### src/rtl/pause_flow_trigger.sv
module pause_flow_trigger #(
  parameter int          FREE_W    = 15,
  parameter logic [7:0]  CFG_RESET = 8'h38
) (
  input  logic              clk,
  input  logic              rst_n,
  input  logic              cfg_we,
  input  logic [7:0]        cfg_wdata,
  output logic [7:0]        cfg_rdata,
  input  logic [FREE_W-1:0] free_bytes,
  input  logic              pause_done,
  output logic              pause_req,
  output logic [15:0]       pause_time
);
  localparam int UNIT_SH = 10;

  typedef enum logic [1:0] {IDLE, XOFF_REQ, PAUSED, XON_REQ} state_t;
  state_t state, state_nx;

  logic [7:0] cfg;
  logic [FREE_W:0] hi_bytes, lo_bytes, free_x;
  logic hi_trip, lo_clear;

  assign free_x   = {1'b0, free_bytes};
  assign hi_bytes = {{(FREE_W-3){1'b0}}, cfg[7:4]} << UNIT_SH;
  assign lo_bytes = {{(FREE_W-3){1'b0}}, cfg[3:0]} << UNIT_SH;
  assign hi_trip  = (cfg[7:4] == 4'd0) ? (free_bytes == '0) : (free_x < hi_bytes);
  assign lo_clear = free_x > lo_bytes;

  always_comb begin
    state_nx = state;
    case (state)
      IDLE:     if (hi_trip)    state_nx = XOFF_REQ;
      XOFF_REQ: if (pause_done) state_nx = PAUSED;
      PAUSED:   if (lo_clear)   state_nx = XON_REQ;
      XON_REQ:  if (pause_done) state_nx = IDLE;
      default:                  state_nx = IDLE;
    endcase
  end

  always_ff @(posedge clk) begin
    if (!rst_n) begin
      state <= IDLE;
      cfg   <= CFG_RESET;
    end else begin
      state <= state_nx;
      if (cfg_we) cfg <= cfg_wdata;
    end
  end

  assign cfg_rdata  = cfg;
  assign pause_req  = (state == XOFF_REQ) || (state == XON_REQ);
  assign pause_time = (state == XOFF_REQ) ? 16'hFFFF : 16'h0000;
endmodule

### config.mk
export PLATFORM = sky130hd
export DESIGN_NAME = pause_flow_trigger
export DESIGN_NICKNAME = d
export VERILOG_FILES = /design/src/rtl/pause_flow_trigger.sv
export SDC_FILE = /design/constraint.sdc
export NUM_CORES = 1
export LEC_CHECK = 0
export BUFFER_PORTS_ARGS = -buffer_cell sky130_fd_sc_hd__clkbuf_2
export CAP_MARGIN = 20
export CORE_ASPECT_RATIO = 0.9
export CORE_MARGIN = 5
export CORE_UTILIZATION = 39
export CTS_BUF_LIST = sky130_fd_sc_hd__clkbuf_8
export CTS_CLUSTER_DIAMETER = 40
export DETAILED_ROUTE_END_ITERATION = 16
export HOLD_SLACK_MARGIN = 0.1
export MAX_ROUTING_LAYER = met4
export PLACE_DENSITY = 0.74
export SKIP_CTS_REPAIR_TIMING = 1
export SLEW_MARGIN = 20
export SYNTH_ARGS = -nofsm -noshare
export SYNTH_HDL_FRONTEND = slang
export SYNTH_SLANG_ARGS = --single-unit
### constraint.sdc
create_clock -name clk -period 1.3 [get_ports clk]
set_input_delay 0.13 -clock clk [delete_from_list [all_inputs] [get_ports clk]]
set_output_delay 0.13 -clock clk [all_outputs]
set_load 0.005 [all_outputs]
==> flow_metrics.tcl <==
set metrics [dict create \
    yosys_warnings 0 \
    rsz0062_at_grt "true" \
    wl_per_cell_um 12.48 \
    fin_nets 182 \
    vdd_drop_max_mv 0.7562 \
    path_clk_slew_ns 0.05 \
    hold_class "primary input to flip-flop" \
    grtUsageTotal_pct 12.64 \
    n_antenna_cell 0 \
    cpMaxStageDelayCell "dfxtp_2" \
    ant_nets 0 \
    area_growth_pct 44.63 \
    cts_buffers 3 \
    drt_wl_total_mm 2.071 \
    die_h_um 53.69 \
    p_leak_nw 0.6128 \
    worstSetupPathType "flip-flop to flip-flop" \
    worst_slack_ns -0.1237 \
    required_ns 1.45 \
    core_area_um2 1971 \
    end_kind "flip-flop" \
    clock-skew-final_ns 0.004242 \
    num_rows 15 \
    dp_cells 162 \
    start_util_pct 41.97 \
    firstDrtPassIters 3 \
    drtIter0Drc 7 \
    dpl.hpwl_mm 1.678 \
    violations "negative setup slack" \
    vias_per_cell 4.783 \
    setup-violations-final 19 \
    grt-ovfl-total 0 \
    tns_ns -0.6704 \
    seqCellArea_um2 207.7 \
    outcome "finished, violations left" \
    routabilityCongestion 0.8705 \
    numPortBuffers 51 \
    powerDensity_nw_per_um2 1184 \
    max_stage_delay_ns 0.32 \
    startpoint_type "flip-flop" \
    cts_num_sinks 10 \
    antenna_found_initial 0 \
    max_freq_mhz 702.4 \
    syn_inst 94 \
    period_share_pct 109.5 \
    drive_above_1_share_pct 62.41 \
    synth_nets 133 \
    slew-limit-headroom_pct 78.58 \
    vias 794 \
    final_common_cell "clkbuf_2" \
    fillers 176 \
    die-area_um2 3143 \
    worstPathMaxFanout 2 \
    tritoncts "built" \
    cp.arrival_ns 1.58 \
    grt_max_degree 17 \
    hold_viol 0 \
    ys_seq_elements 10 \
    drv_cap 0 \
    yosysSeqAreaShare_pct 24.21 \
    syn_area_um2 827.0 \
    final_cell_mix "51 x clkbuf_2, 10 x buf_4, 8 x inv_1, 8 x mux2i_1" \
    remaining_drc_errors 0 \
    stdcell_count 166 \
    slew_viol_final 0 \
    avgSynthCellArea_um2 8.798 \
    multi_input_area_um2 548.0 \
    die_w_um 58.54 \
    htree_levels 1 \
    min_period_ns 1.424 \
    cts_buffer_depth 2 \
    post-route-util_pct 60.70 \
    ios 52 \
    worstPathCellList "inv_1 -> ha_4 -> o21ai_2 -> a21oi_2 -> nor3_2 -> o21ai_1 -> o211ai_2 -> mux2i_1" \
    synthDistinctLibCells 23 \
    tightestPinTransition_ns 0.3183 \
    clockRootBuffer "clkbuf_8" \
    grt_pass1_vias 696 \
    grt_pass1_wl_mm 2.994 \
    clock_latency_ns 0.23 \
]
metal layers:
layer  up-vias  global-route usage [%]  routed length, um
li1        398                       -                  -
met1       349                   14.41                851
met2        40                   22.30                944
met3         7                   3.597                218
met4         0                   2.317                 57
met5         -                       -                  0
critical path: cells and delay by family, from the launching register on:
| kind | cells | cell delay [ns] |
|---|---|---|
| buffers and inverters | 1 | 0.08 |
| AOI/OAI and AO/OA | 4 | 0.37 |
| muxes | 1 | 0.21 |
| and+or+nand+nor | 1 | 0.16 |
| DFF | 1 | 0.32 |
| adders and majority gates | 1 | 0.20 |
report_power, final:
group,total (W),internal (W),switching (W)
Combinational,0.000711,0.000367,0.000344
Sequential,0.000388,0.000350,0.0000380
Clock,0.000317,0.000202,0.000115
synthesized netlist by cell type:
cell | count | area share, %
o211ai_1 | 2 | 1.8
nor4_1 | 1 | 0.76
a211oi_1 | 1 | 0.91
nor2_1 | 3 | 1.4
dfxtp_1 | 10 | 24
nand2_1 | 7 | 3.2
mux2i_1 | 8 | 9.7
nor3_1 | 3 | 1.8
inv_1 | 10 | 4.5
buf_2 | 1 | 0.60
o21ai_0 | 4 | 2.4
nor4_2 | 2 | 3.0
a21oi_1 | 1 | 0.60
nand4_1 | 1 | 0.76
o211ai_2 | 2 | 3.0
nor4_4 | 1 | 2.6
o21ai_1 | 1 | 0.60
ha_1 | 12 | 18
nor2b_1 | 5 | 3.8
clkbuf_1 | 1 | 0.45
buf_4 | 15 | 14
nand3_1 | 1 | 0.60
nand2b_1 | 2 | 1.5
final timing paths:
check                     from      endpoint  slack, ns  cells after the start
setup / recovery  cfg_rdata[2]      state[1]      -0.12                      8
hold / removal    cfg_wdata[3]  cfg_rdata[3]       0.12                      3
setup reg to reg  cfg_rdata[2]      state[1]      -0.12                      8
hold reg to reg       state[0]      state[0]       0.51                      2
sequential cells by signal (all words and copies together), names as in the netlist:
signal,count
state,2
cfg_rdata,8
logic make-up (layout without fill, tap and decap cells):
| group | Yosys count | after routing | share of synthesized area [%] |
|---|---|---|---|
| AOI/OAI and AO/OA | 11 | 11 | 9.378 |
| adders and majority gates | 12 | 12 | 18.15 |
| buffers and inverters | 27 | 74 | 19.21 |
| DFF | 10 | 10 | 24.21 |
| muxes | 8 | 8 | 9.683 |
| and+or+nand+nor | 26 | 26 | 19.36 |
per-stage QoR:
stage,instance area (um^2),hold WS [ns],power [W],worst slack [ns]
2_1_floorplan,853.3,0.2585,0.0009700,-0.04103
3_3_place_gp,1086,0.3460,0.001058,-0.06870
3_5_place_dp,1086,0.3615,0.001072,-0.1321
4_1_cts,1127,0.1204,0.001392,-0.1451
5_1_grt,1196,0.1320,0.001537,-0.2079
6_report,1196,0.1183,0.001416,-0.1237
cell type report:
type                    count  area share [%]
multi-input cells          57           45.82
repair buffers             61           27.62
flip-flops and latches     10           17.36
well taps                  25           2.615
inverters                  10           3.138
clock buffers               3           3.452
Note: power is estimated with default switching activity, not from simulation.
